### src/rtl/ddr_init_seq.sv
module ddr_init_seq #(
  parameter int CLK_MHZ  = 125,
  parameter int PWR_US   = 200,
  parameter int TRP_NS   = 20,
  parameter int TMRD_CYC = 2,
  parameter int TRFC_NS  = 75,
  parameter int DLL_CYC  = 200,
  parameter int ROW_W    = 13,
  parameter logic [ROW_W-1:0] MR_VAL  = 'h032,
  parameter logic [ROW_W-1:0] EMR_VAL = 'h000
) (
  input  logic             clk,
  input  logic             rst_n,
  output logic             cke,
  output logic             cs_n,
  output logic             ras_n,
  output logic             cas_n,
  output logic             we_n,
  output logic [1:0]       ba,
  output logic [ROW_W-1:0] addr,
  output logic             init_done
);
  localparam int T_PWR  = PWR_US * CLK_MHZ;
  localparam int RP_RAW = (TRP_NS * CLK_MHZ + 999) / 1000;
  localparam int RF_RAW = (TRFC_NS * CLK_MHZ + 999) / 1000;
  localparam int T_RP   = (RP_RAW < 2) ? 2 : RP_RAW;
  localparam int T_RFC  = (RF_RAW < 2) ? 2 : RF_RAW;
  localparam int T_MRD  = (TMRD_CYC < 2) ? 2 : TMRD_CYC;
  localparam int CW     = $clog2(T_PWR + T_RP + T_RFC + T_MRD + 2);
  localparam int DW     = $clog2(DLL_CYC + 1);

  localparam logic [3:0] C_NOP = 4'b0111;
  localparam logic [3:0] C_PRE = 4'b0010;
  localparam logic [3:0] C_LMR = 4'b0000;
  localparam logic [3:0] C_REF = 4'b0001;

  typedef enum logic [3:0] {
    S_PWR, S_WAKE, S_PRE1, S_EMR, S_MRR, S_PRE2,
    S_REF1, S_REF2, S_MRF, S_LOCK, S_DONE
  } st_t;

  st_t            state;
  logic [CW-1:0]  cnt, gap;
  logic [DW-1:0]  dll;
  logic           last, issue, lock_ok;
  logic [3:0]     cmd;

  always_comb begin
    case (state)
      S_PWR:                gap = CW'(T_PWR);
      S_PRE1, S_PRE2:       gap = CW'(T_RP);
      S_EMR, S_MRR, S_MRF:  gap = CW'(T_MRD);
      S_REF1, S_REF2:       gap = CW'(T_RFC);
      default:              gap = CW'(1);
    endcase
  end

  assign last    = (cnt == gap - CW'(1));
  assign lock_ok = (dll >= DW'(DLL_CYC - 1));
  assign issue   = (cnt == '0) && (state inside {S_PRE1, S_EMR, S_MRR, S_PRE2, S_REF1, S_REF2, S_MRF});

  always_ff @(posedge clk) begin
    if (!rst_n) begin
      state <= S_PWR;
      cnt   <= '0;
      dll   <= '0;
    end else begin
      if (state == S_MRR && cnt == '0) dll <= DW'(1);
      else if (dll != '0 && dll < DW'(DLL_CYC)) dll <= dll + DW'(1);

      if (state == S_LOCK) begin
        if (lock_ok) state <= S_DONE;
      end else if (state != S_DONE) begin
        if (last) begin
          cnt <= '0;
          if (state == S_MRF) state <= lock_ok ? S_DONE : S_LOCK;
          else                state <= st_t'(4'(state) + 4'd1);
        end else begin
          cnt <= cnt + CW'(1);
        end
      end
    end
  end

  always_comb begin
    cmd  = C_NOP;
    ba   = 2'b00;
    addr = '0;
    if (issue) begin
      case (state)
        S_PRE1, S_PRE2: begin cmd = C_PRE; addr[10] = 1'b1; end
        S_EMR:          begin cmd = C_LMR; ba = 2'b01; addr = EMR_VAL; end
        S_MRR:          begin cmd = C_LMR; addr = MR_VAL; addr[8] = 1'b1; end
        S_MRF:          begin cmd = C_LMR; addr = MR_VAL; addr[8] = 1'b0; end
        S_REF1, S_REF2: cmd = C_REF;
        default:        cmd = C_NOP;
      endcase
    end
  end

  assign {cs_n, ras_n, cas_n, we_n} = cmd;
  assign cke       = (state != S_PWR);
  assign init_done = (state == S_DONE);

  AST_CKE_LOW_IDLE: assert property (@(posedge clk) disable iff (!rst_n)
    !cke |-> ({cs_n, ras_n, cas_n, we_n} == C_NOP));
  AST_CKE_STICKY: assert property (@(posedge clk) disable iff (!rst_n)
    cke |=> cke);
  AST_PRE_ALL_BANKS: assert property (@(posedge clk) disable iff (!rst_n)
    ({cs_n, ras_n, cas_n, we_n} == C_PRE) |-> addr[10]);
  AST_CMD_THEN_NOP: assert property (@(posedge clk) disable iff (!rst_n)
    ({cs_n, ras_n, cas_n, we_n} != C_NOP) |=> ({cs_n, ras_n, cas_n, we_n} == C_NOP));
  AST_DONE_STICKY: assert property (@(posedge clk) disable iff (!rst_n)
    init_done |=> init_done);
  AST_DONE_IDLE: assert property (@(posedge clk) disable iff (!rst_n)
    init_done |-> ({cs_n, ras_n, cas_n, we_n} == C_NOP) && cke);
  AST_DLL_LOCKED: assert property (@(posedge clk) disable iff (!rst_n)
    $rose(init_done) |-> (dll >= DW'(DLL_CYC)));
endmodule

### config.mk
export PLATFORM = sky130hd
export DESIGN_NAME = ddr_init_seq
export DESIGN_NICKNAME = d
export VERILOG_FILES = /design/src/rtl/ddr_init_seq.sv
export SDC_FILE = /design/constraint.sdc
export NUM_CORES = 1
export LEC_CHECK = 0
export BUFFER_PORTS_ARGS = -buffer_cell sky130_fd_sc_hd__clkbuf_2
export CAP_MARGIN = 15
export CORE_MARGIN = 8
export CORE_UTILIZATION = 45
export DETAILED_ROUTE_END_ITERATION = 8
export HOLD_SLACK_MARGIN = 0.12
export PLACE_DENSITY = 0.74
export SYNTH_ARGS = -nofsm -noshare
export SYNTH_HDL_FRONTEND = slang
export SYNTH_SLANG_ARGS = --single-unit
### constraint.sdc
create_clock -name clk -period 7.49 [get_ports clk]
set_input_delay 1.498 -clock clk [delete_from_list [all_inputs] [get_ports clk]]
set_output_delay 1.498 -clock clk [all_outputs]
set_load 0.02 [all_outputs]
==> metrics.md, run 1 <==
| Metric | Value |
|---|---|
| Final Cell Area | 0.002190 mm² |
| Clk slew on worst S/H paths | 0.06 ns |
| Gr usage total | 0.1218 |
| Comb pwr share | 0.051 |
| Die area | 0.006987 mm² |
| # H-tree levels | 2 |
| Largest net degree at the start of global routing | 16 |
| Worst Slack Setup Final | 3.956 ns |
| Commonest cells in the netlist | nor2_1, dfxtp_1, nand2_1, xor2_1, ha_1 |
| Worst path cell trace | inv_1, ha_1, nor4b_1, nand4_1, a21o_1, a21oi_1, clkbuf_2 |
| Sw Pwr | 72.60 µW |
| CP Capture Type | output pin |
| Share of synthesized registers carrying an async set or reset | 0 |
| Mapped cell area | 0.002056 mm² |
| Ys flop type | dfxtp_1 |
| Mapped Cells | 250 |
| Global-route wire length before repair | 7155 µm |
| Post-CTS setup buffer count | 0 |
| Worst-Skew Late Latency | 0.29 ns |
| Worst slack on hold paths | 0.5255 ns |
| Vias | 1,633 |
| Maximum clock frequency | 282.9 MHz |
| Synthesized area per cell | 8.223 µm² |
| Initial antenna violation count | 0 |
| Hpwl dp | 3147 µm |
| RSZ-0062 raised after global routing | no |
| Sink Count | 31 |
| Final worst path period share | 0.4719 |
| Post-synth EDFFs | 0 |
| Final Core Density | 0.4994 |
| Final Non-Filler Cells | 315 |
| Fill cell count | 436 |
| Minimum clock period | 3.534 ns |
| Top-area cell type share of the netlist area | 0.3019 |
| Dominant cells by area after synthesis | dfxtp_1, ha_1, nor2_1, xor2_1, xnor2_1 |
| Startpoint types | register |
| Max IR drop VDD | 0.00008701 V |
| Drc violations | 0 |
| RD Place Congestion | 0.8597 |
| Ys Warns | 0 |
| Sequential power share | 0.546 |
| Placed instance area | 0.002108 mm² |
| Worst slew margin | 0.6499 |
| Drt total wl | 4057 µm |
| FF/Latch Area | 620.6 µm² |
| Leakage | 0.8966 nW |
| Initial Util | 0.4689 |
| Pre-antenna DRT Iters | 4 |
| Inserted Diodes | 0 |
| Die height | 83.59 µm |
| Initial DRC Count | 97 |
| Cell row count | 24 |
| Share of cells above drive strength 1 | 0.1141 |
| CP Class | reg2out |
| Post-cts resize count | 0 |
| Power density cells | 140.7 mW/mm² |
| Setup slack at placement | 4.285 ns |
| CTS Hold Bufs | 0 |
| Final Skew | 0.01011 ns |
| M3 GR Usage | 0.04297 |
| Number of synthesized register bits | 31 |
| Clk root buf | clkbuf_8 |
| Post-synth top area cell | dfxtp_1 |
| Final ANT Viol Nets | 0 |
| WP data arrival | 2.04 ns |
| Cell Int Power | 235.4 µW |
| Buffers on Ports | 12 |
| Post-DR vias/cell | 5.184 |
| Net Sw Frac | 0.2357 |
| Met1 Track Usage GR | 0.1376 |
| Critical Path Max Stage Delay | 0.36 ns |
| Final hold vios | 0 |
| Core ar. | 0.004384 mm² |
| Count leader, synth | nor2_1 |
| Avg WL per Cell | 12.88 µm |
| Clock buffer count from CTS | 5 |
| Total chip power | 308.0 µW |
| Power share of the clock group | 0.403 |
| Grt met2 use | 0.1986 |
| Nets | 279 |
| Total grt overflow | 0 |
| Crit Path Max Fanout | 5 |
| CP max-delay cell | dfxtp_1 |
| Worst hold path class | reg2reg |
| Placed Instances | 307 |
| Max_cap viols | 0 |
| Top Ports | 23 |
| TNS Setup | 0 ns |
| Library cells used by synthesis | 44 |
| Layout overhead on the synthesized area | 6.512% |
| Slew of the pin with the lowest slew margin | 0.5238 ns |
| Endpoints failing setup | 0 |
| Number of global-route vias before repair | 1,550 |
| Status | completed |
| Die W | 83.59 µm |
| Max-slew violations | 0 |
| Top Usage Layer GRT | met2 |
| Worst Path Required | 5.99 ns |
| Clock Tree Buf Depth | 2 |
| CTS tree | built |
| Register area share after synthesis | 0.3019 |
| Multi-input gate area | 0.001305 mm² |
## path summary, 6_finish.rpt
path              cells after the start   start  slack (ns)       to
setup / recovery                      7  cnt[0]        3.96  addr[4]
hold / removal                        2  dll[7]        0.53   dll[7]
setup reg to reg                     15  gap[0]        4.23   gap[0]
hold reg to reg                       2  dll[7]        0.53   dll[7]
## placed cells by master, fill, tap and decap left out, types with 8 or more instances in the layout
cell type / n
nor2_1: 40
dfxtp_1: 31
nand2_1: 20
xor2_1: 16
ha_1: 15
inv_1: 14
xnor2_1: 14
clkbuf_2: 12
conb_1: 10
o21ai_0: 8
nand3_1: 8
## per-layer routing
layer	part of all wire	vias to the layer above
li1	-	839
met1	0.47	756
met2	0.47	30
met3	0.045	8
met4	0.016	0
met5	0	-
## cells by family (layout without fill, tap and decap cells)
logic type               Yosys count  after routing  synth area share
buffers and inverters             31             35           0.07973
flip-flops                        31             31            0.3019
other                              1             10          0.001824
AO/OA/AOI/OAI                     26             26           0.08764
AND/OR/NAND/NOR                  110            110            0.2702
multiplexers                       6              6           0.03956
adder cells (fa/ha/maj)           15             15           0.09130
XOR/XNOR                          30             30            0.1278
## area by class of cell
class | instances | share of cell area
Clock inverter | 1 | 0.002286
Timing Repair Buffer | 12 | 0.02743
Tap cell | 52 | 0.02971
Inverter | 15 | 0.02629
Sequential cell | 31 | 0.2834
Multi-Input combinational cell | 197 | 0.5960
Clock buffer | 7 | 0.03486
## state kept, by name (all words and copies together) (netlist names)
name / flops
dll: 8
cnt: 15
state: 4
gap: 4
## power groups by stage
stage | Clock, mW | Sequential [mW] | Combinational (mW)
5_1_grt | 0.137 | 0.168 | 0.0176
2_1_floorplan | 0 | 0.171 | 0.0170
3_3_place_gp | 0 | 0.172 | 0.0155
6_report | 0.124 | 0.168 | 0.0157
3_5_place_dp | 0 | 0.172 | 0.0155
4_1_cts | 0.127 | 0.168 | 0.0155
## worst max-delay path: cells and delay by family, from the launching register on
family | cells | cell delay (ns)
flip-flops | 1 | 0.36
AO/OA/AOI/OAI | 2 | 0.47
adder cells (fa/ha/maj) | 1 | 0.13
AND/OR/NAND/NOR | 2 | 0.50
buffers and inverters | 2 | 0.29
No activity file was read; power rests on OpenSTA's default activity.
==> run 2: changes to the inputs <==
--- a/config.mk
+++ b/config.mk
@@ -5,13 +5,14 @@
 export SDC_FILE = /design/constraint.sdc
 export NUM_CORES = 1
 export LEC_CHECK = 0
+export ABC_AREA = 1
 export BUFFER_PORTS_ARGS = -buffer_cell sky130_fd_sc_hd__clkbuf_2
 export CAP_MARGIN = 15
 export CORE_MARGIN = 8
 export CORE_UTILIZATION = 45
 export DETAILED_ROUTE_END_ITERATION = 8
 export HOLD_SLACK_MARGIN = 0.12
-export PLACE_DENSITY = 0.74
+export PLACE_DENSITY = 0.76
 export SYNTH_ARGS = -nofsm -noshare
 export SYNTH_HDL_FRONTEND = slang
 export SYNTH_SLANG_ARGS = --single-unit
==> constraint.sdc (replaced) <==
create_clock -name clk -period 2.98 [get_ports clk]
set_input_delay 0.596 -clock clk [delete_from_list [all_inputs] [get_ports clk]]
set_output_delay 0.596 -clock clk [all_outputs]
set_load 0.02 [all_outputs]
==> metrics.md, run 2 <==
| Metric | Value |
|---|---|
| Minimum clock period | 2.821 ns |
| Critical path startpoint | cnt[10] (was cnt[0]) |
| Ys Warns | 0 (unchanged) |
| Commonest non-fill, non-tap cell in the layout | nand2_1 (was nor2_1) |
| Avg WL per Cell | 11.01 µm (was 12.88 µm) |
| Power density cells | 342.9 mW/mm² (was 140.7 mW/mm²) |
| Leakage | 1.153 nW (was 0.8966 nW) |
| Pre-antenna DRT Iters | 4 (unchanged) |
| Mapped cell area | 0.002205 mm² (was 0.002056 mm²) |
| Most frequent cells in the layout | nand2_1, inv_1, nor2_1 (was nor2_1, dfxtp_1, nand2_1) |
| Endpoints failing setup | 0 (unchanged) |
| Commonest cells in the netlist | nand2_1, inv_1, nor2_1, dfxtp_1, nand3_1 (was nor2_1, dfxtp_1, nand2_1, xor2_1, ha_1) |
| Buffers on Ports | 12 (unchanged) |
| Post-CTS setup buffer count | 0 (unchanged) |
| Startpoint types | register (unchanged) |
| Post-cts resize count | 0 (unchanged) |
| Max IR drop VDD | 0.0001780 V (was 0.00008701 V) |
| Inserted Diodes | 0 (unchanged) |
| Worst path cell trace | or2_1, nor3_1, nand3_1, nor3_2, inv_1, a31oi_1, nor2_1, nor2_1, clkbuf_2 (was inv_1, ha_1, nor4b_1, nand4_1, a21o_1, a21oi_1, clkbuf_2) |
| Largest net degree at the start of global routing | 11 (was 16) |
| Worst r2r src | gap[0] (unchanged) |
| Maximum clock frequency | 354.4 MHz |
| # H-tree levels | 2 (unchanged) |
| Max FFs per register | 15 (unchanged) |
| CP bufs+invs | 2 (unchanged) |
| Initial antenna violation count | 0 (unchanged) |
| Clk root buf | clkbuf_8 (unchanged) |
| Worst hold path class | reg2reg (unchanged) |
| Count leader, synth | nand2_1 (was nor2_1) |
| Number of global-route vias before repair | 1,789 (was 1,550) |
| CTS Hold Bufs | 0 (unchanged) |
| Share of synthesized registers carrying an async set or reset | 0 (unchanged) |
| Status | completed (unchanged) |
| Vias | 1,991 (was 1,633) |
| Total chip power | 815.3 µW (was 308.0 µW) |
| Layout overhead on the synthesized area | 7.832% (was 6.512%) |
| Final Cell Area | 0.002377 mm² (was 0.002190 mm²) |
| Initial Util | 0.4668 (was 0.4689) |
| Die area | 0.007395 mm² (was 0.006987 mm²) |
| Final worst path period share | 0.9467 |
| Drc violations | 0 (unchanged) |
| Max_cap viols | 0 (unchanged) |
| Worst slack on hold paths | 0.5086 ns (was 0.5255 ns) |
| Largest Register | cnt (unchanged) |
| Hpwl dp | 3690 µm (was 3147 µm) |
| Total grt overflow | 0 (unchanged) |
| Crit path max-delay family | simple AND/OR/NAND/NOR gates (unchanged) |
| Drt total wl | 4571 µm (was 4057 µm) |
| WP data arrival | 2.23 ns (was 2.04 ns) |
| RSZ-0062 raised after global routing | no (unchanged) |
| Share of cells above drive strength 1 | 0.1293 (was 0.1141) |
| Final Skew | 0.006448 ns (was 0.01011 ns) |
| RD Place Congestion | 0.8882 (was 0.8597) |
| Placed instance area | 0.002290 mm² (was 0.002108 mm²) |
| Max-slew violations | 0 (unchanged) |
| Hold Crit Start | dll[7] (unchanged) |
| Die height | 86.00 µm (was 83.59 µm) |
| CP max-delay cell | dfxtp_1 (unchanged) |
| Library cells used by synthesis | 34 (was 44) |
| Post-synth EDFFs | 0 (unchanged) |
| Critical Path Max Stage Delay | 0.34 ns (was 0.36 ns) |
| Final ANT Viol Nets | 0 (unchanged) |
| Dominant cells by area after synthesis | dfxtp_1, nand2_1, inv_1, ha_1, nor2_1 (was dfxtp_1, ha_1, nor2_1, xor2_1, xnor2_1) |
| CP Capture Type | output pin (unchanged) |
| Cell row count | 25 (was 24) |
| Global-route wire length before repair | 7755 µm (was 7155 µm) |
| Number of synthesized register bits | 31 (unchanged) |
| Mapped Cells | 333 (was 250) |
| Ys flop type | dfxtp_1 (unchanged) |
| Initial DRC Count | 91 (was 97) |
| Nets | 365 (was 279) |
| Post-synth top area cell | dfxtp_1 (unchanged) |
| Crit Path Max Fanout | 4 (was 5) |
| Register area share after synthesis | 0.2815 (was 0.3019) |
| Gr usage total | 0.1297 (was 0.1218) |
| Synthesized area per cell | 6.620 µm² (was 8.223 µm²) |
| Worst Path Required | 2.38 ns (was 5.99 ns) |
| Clock buffer count from CTS | 5 (unchanged) |
| Top-area cell type share of the netlist area | 0.2815 (was 0.3019) |
| Crit path top cell by count | nor2_1 |
| Top Ports | 23 (unchanged) |
| Final hold vios | 0 (unchanged) |
| Die W | 86.00 µm (was 83.59 µm) |
| Sink Count | 31 (unchanged) |
| Worst-Skew Late Latency | 0.28 ns (was 0.29 ns) |
| Clk slew on worst S/H paths | 0.07 ns (was 0.06 ns) |
| Post-DR vias/cell | 4.798 (was 5.184) |
| CP Class | reg2out (unchanged) |
| Top Registers | cnt (15), dll (8) (unchanged) |
| Clock Tree Buf Depth | 2 (unchanged) |
| CTS tree | built (unchanged) |
| Core ar. | 0.004723 mm² (was 0.004384 mm²) |
| TNS Setup | 0 ns (unchanged) |
[run 2: path summary, 6_finish.rpt]
kind	endpoint	slack, ns	depth (start not counted)
setup / recovery	addr[5]	0.16	9
hold reg to reg	dll[7]	0.51	2
hold / removal	dll[7]	0.51	2
setup reg to reg	gap[0]	0.25	20
[run 2: worst register-to-register path, stage by stage (launching register included)]
cell and delay (ns):
dfxtp_1 0.33, inv_1 0.10, ha_1 0.28, nand2_2 0.11
ha_1 0.30, inv_1 0.04, nand2_1 0.05, nand2_1 0.06
nor2_1 0.10, nand2_1 0.07, nor3_2 0.12, nand2_2 0.12
nand2_4 0.10, inv_2 0.04, o21ai_0 0.14, nand2_1 0.13
ha_1 0.32, nand2_1 0.07, nand2_1 0.05, nand2_1 0.05
nand2_1 0.04
[run 2: layout make-up]
| cell class | count | area (µm²) |
|---|---|---|
| Clock buffer | 6 | 82.58 |
| Clock inverter | 1 | 5.005 |
| Fill cell | 460 | 2346 |
| Inverter | 62 | 232.7 |
| Multi-Input combinational cell | 235 | 1285 |
| Sequential cell | 31 | 620.6 |
| Tap cell | 67 | 83.83 |
| Timing Repair Buffer | 13 | 67.56 |
[run 2: logic make-up after synthesis]
kind of cell             after synthesis  share of synthesized area
AO/OA/AOI/OAI                         33                    0.08910
XOR/XNOR                              11                    0.04370
adder cells (fa/ha/maj)               15                    0.08513
buffers and inverters                 76                     0.1510
flip-flops                            31                     0.2815
other                                  1                   0.001701
AND/OR/NAND/NOR                      166                     0.3479
[run 2: power breakdown]
part | internal, mW | switching (mW) | leakage (nW)
clock network | 0.181 | 0.154 | 0.0470
logic | 0.0155 | 0.0386 | 0.855
registers | 0.420 | 0.00617 | 0.250
[run 2: metal layers]
layer	track usage	vias up	part of all wire
met5	0	-	0
met4	0.06847	0	0.021
met3	0.02961	7	0.047
met2	0.2141	41	0.46
met1	0.1519	893	0.47
li1	-	1050	-
[run 2: metrics by stage]
stage	worst slack (ns)	instances	utilization
2_1_floorplan	0.2161	342	-
3_3_place_gp	0.4438	408	0.4848
3_5_place_dp	0.2732	408	0.4848
4_1_cts	0.1613	415	0.5033
5_1_grt	0.002868	415	0.5033
6_report	0.1587	415	0.5033
==> run 3: changes to the inputs <==
--- a/config.mk
+++ b/config.mk
@@ -10,8 +10,10 @@
 export CAP_MARGIN = 15
 export CORE_MARGIN = 8
 export CORE_UTILIZATION = 45
+export CTS_BUF_LIST = sky130_fd_sc_hd__clkbuf_2 sky130_fd_sc_hd__clkbuf_4 sky130_fd_sc_hd__clkbuf_8
 export DETAILED_ROUTE_END_ITERATION = 8
 export HOLD_SLACK_MARGIN = 0.12
+export MAX_ROUTING_LAYER = met4
 export PLACE_DENSITY = 0.76
 export SYNTH_ARGS = -nofsm -noshare
 export SYNTH_HDL_FRONTEND = slang
==> metrics.md, run 3 (synthesized netlist as in run 2, its figures left out) <==
| Metric | Value |
|---|---|
| CP Capture Type | output pin (unchanged) |
| Hpwl dp | 3670 µm (was 3690 µm) |
| Die height | 86.00 µm (unchanged) |
| Clk root buf | clkbuf_8 (unchanged) |
| Final ANT Viol Nets | 0 (unchanged) |
| R2r worst-path depth | 20 (unchanged) |
| Power density cells | 344.1 mW/mm² (was 342.9 mW/mm²) |
| Setup slack at placement | 0.3021 ns (was 0.2732 ns) |
| Final worst path period share | 0.9348 (was 0.9467) |
| Cell row count | 25 (unchanged) |
| Max FFs per register | 15 (unchanged) |
| Largest net degree at the start of global routing | 11 (unchanged) |
| Startpoint types | register (unchanged) |
| Die area | 0.007395 mm² (unchanged) |
| Minimum clock period | 2.786 ns (was 2.821 ns) |
| WP data arrival | 2.19 ns (was 2.23 ns) |
| Hold path depth | 2 (unchanged) |
| Clock Tree Buf Depth | 2 (unchanged) |
| Worst hold path class | reg2reg (unchanged) |
| Drt total wl | 4513 µm (was 4571 µm) |
| Clock buffer count from CTS | 5 (unchanged) |
| Number of global-route vias before repair | 1,836 (was 1,789) |
| Crit Path Max Fanout | 4 (unchanged) |
| Worst-Skew Late Latency | 0.28 ns (about the same) |
| Post-DR vias/cell | 4.784 (was 4.798) |
| Global-route wire length before repair | 7797 µm (was 7755 µm) |
| Share of cells above drive strength 1 | 0.1318 (was 0.1293) |
| CP Class | reg2out (unchanged) |
| Post-CTS setup buffer count | 0 (unchanged) |
| CTS Hold Bufs | 0 (unchanged) |
| RSZ-0062 raised after global routing | no (unchanged) |
| Commonest non-fill, non-tap cell in the layout | nand2_1 (unchanged) |
| Max-slew violations | 0 (unchanged) |
| Final Skew | 0.007053 ns (was 0.006448 ns) |
| Post-cts resize count | 0 (unchanged) |
| Top Registers | cnt (15), dll (8) (unchanged) |
| Status | completed (unchanged) |
| Buffers on Ports | 12 (unchanged) |
| TNS Setup | 0 ns (unchanged) |
| Nets | 365 (unchanged) |
| # H-tree levels | 2 (unchanged) |
| Initial Util | 0.4668 (unchanged) |
| Sink Count | 31 (unchanged) |
| Worst Path Required | 2.38 ns (about the same) |
| Max IR drop VDD | 0.0002009 V (was 0.0001780 V) |
| Inserted Diodes | 0 (unchanged) |
| Final Non-Filler Cells | 416 (was 415) |
| Placed Instances | 408 (unchanged) |
| Core ar. | 0.004723 mm² (unchanged) |
| Total grt overflow | 0 (unchanged) |
| Endpoints failing setup | 0 (unchanged) |
| RD Place Congestion | 0.8980 (was 0.8882) |
| CTS tree | built (unchanged) |
| Layout overhead on the synthesized area | 7.889% (was 7.832%) |
| Initial DRC Count | 95 (was 91) |
| Avg WL per Cell | 10.85 µm (was 11.01 µm) |
| Leakage | 1.155 nW (was 1.153 nW) |
| Most frequent cells in the layout | nand2_1, inv_1, nor2_1 (unchanged) |
| Worst Slack Setup Final | 0.1943 ns (was 0.1587 ns) |
| Worst slack on hold paths | 0.5060 ns (was 0.5086 ns) |
| Clk slew on worst S/H paths | 0.07 ns (about the same) |
| Final hold vios | 0 (unchanged) |
| Gr usage total | 0.1327 (was 0.1297) |
| Largest Register | cnt (unchanged) |
| Top Ports | 23 (unchanged) |
| Max_cap viols | 0 (unchanged) |
| Vias | 1,990 (was 1,991) |
| Initial antenna violation count | 0 (unchanged) |
| Pre-antenna DRT Iters | 4 (unchanged) |
| Drc violations | 0 (unchanged) |
| Maximum clock frequency | 359.0 MHz (was 354.4 MHz) |
| Die W | 86.00 µm (unchanged) |
## run 3: cell count changes in the layout (fill, tap and decap cells not counted)
cell      previous run  this run
clkbuf_8             6         5
clkbuf_4             0         2
## run 3: stage by stage
step	total power, mW	area, µm²	util
after floorplan	0.4883	2238	-
after global placement	0.4882	2290	0.4848
after detailed placement	0.4886	2290	0.4848
after CTS	0.8286	2379	0.5036
after global routing	0.8576	2379	0.5036
final	0.8185	2379	0.5036
## run 3: power by group
| part | internal, mW | switching [mW] |
|---|---|---|
| combinational | 0.0156 | 0.0383 |
| clock | 0.182 | 0.157 |
| sequential | 0.420 | 0.00642 |
## run 3: path summary, 6_finish.rpt
path / from / end / slack (ns)
max reg2reg: gap[0] / gap[0] / 0.30
min reg2reg: dll[1] / dll[1] / 0.51
min: dll[1] / dll[1] / 0.51
max: cnt[10] / addr[5] / 0.19
## run 3: layout make-up
cell class	count	area (µm²)
Clock buffer	7	83.83
Fill cell	474	2345
Clock inverter	1	5.005
Multi-Input combinational cell	235	1285
Inverter	62	232.7
Sequential cell	31	620.6
Timing Repair Buffer	13	67.56
Tap cell	67	83.83
## run 3: worst max-delay path, stage by stage, from the launching register on
cell and delay [ns]:
dfxtp_1 0.34, or2_1 0.27, nor3_1 0.15, nand3_1 0.13
nor3_2 0.21, inv_1 0.09, a31oi_1 0.23, nor2_1 0.12
nor2_1 0.17, clkbuf_2 0.20
## run 3: metal layers
metal	GRT usage	routed length (µm)	up-vias
li1	-	-	1049
met4	0.05255	93	0
met5	-	0	-
met3	0.02961	244	9
met2	0.2197	2069	53
met1	0.1514	2106	879
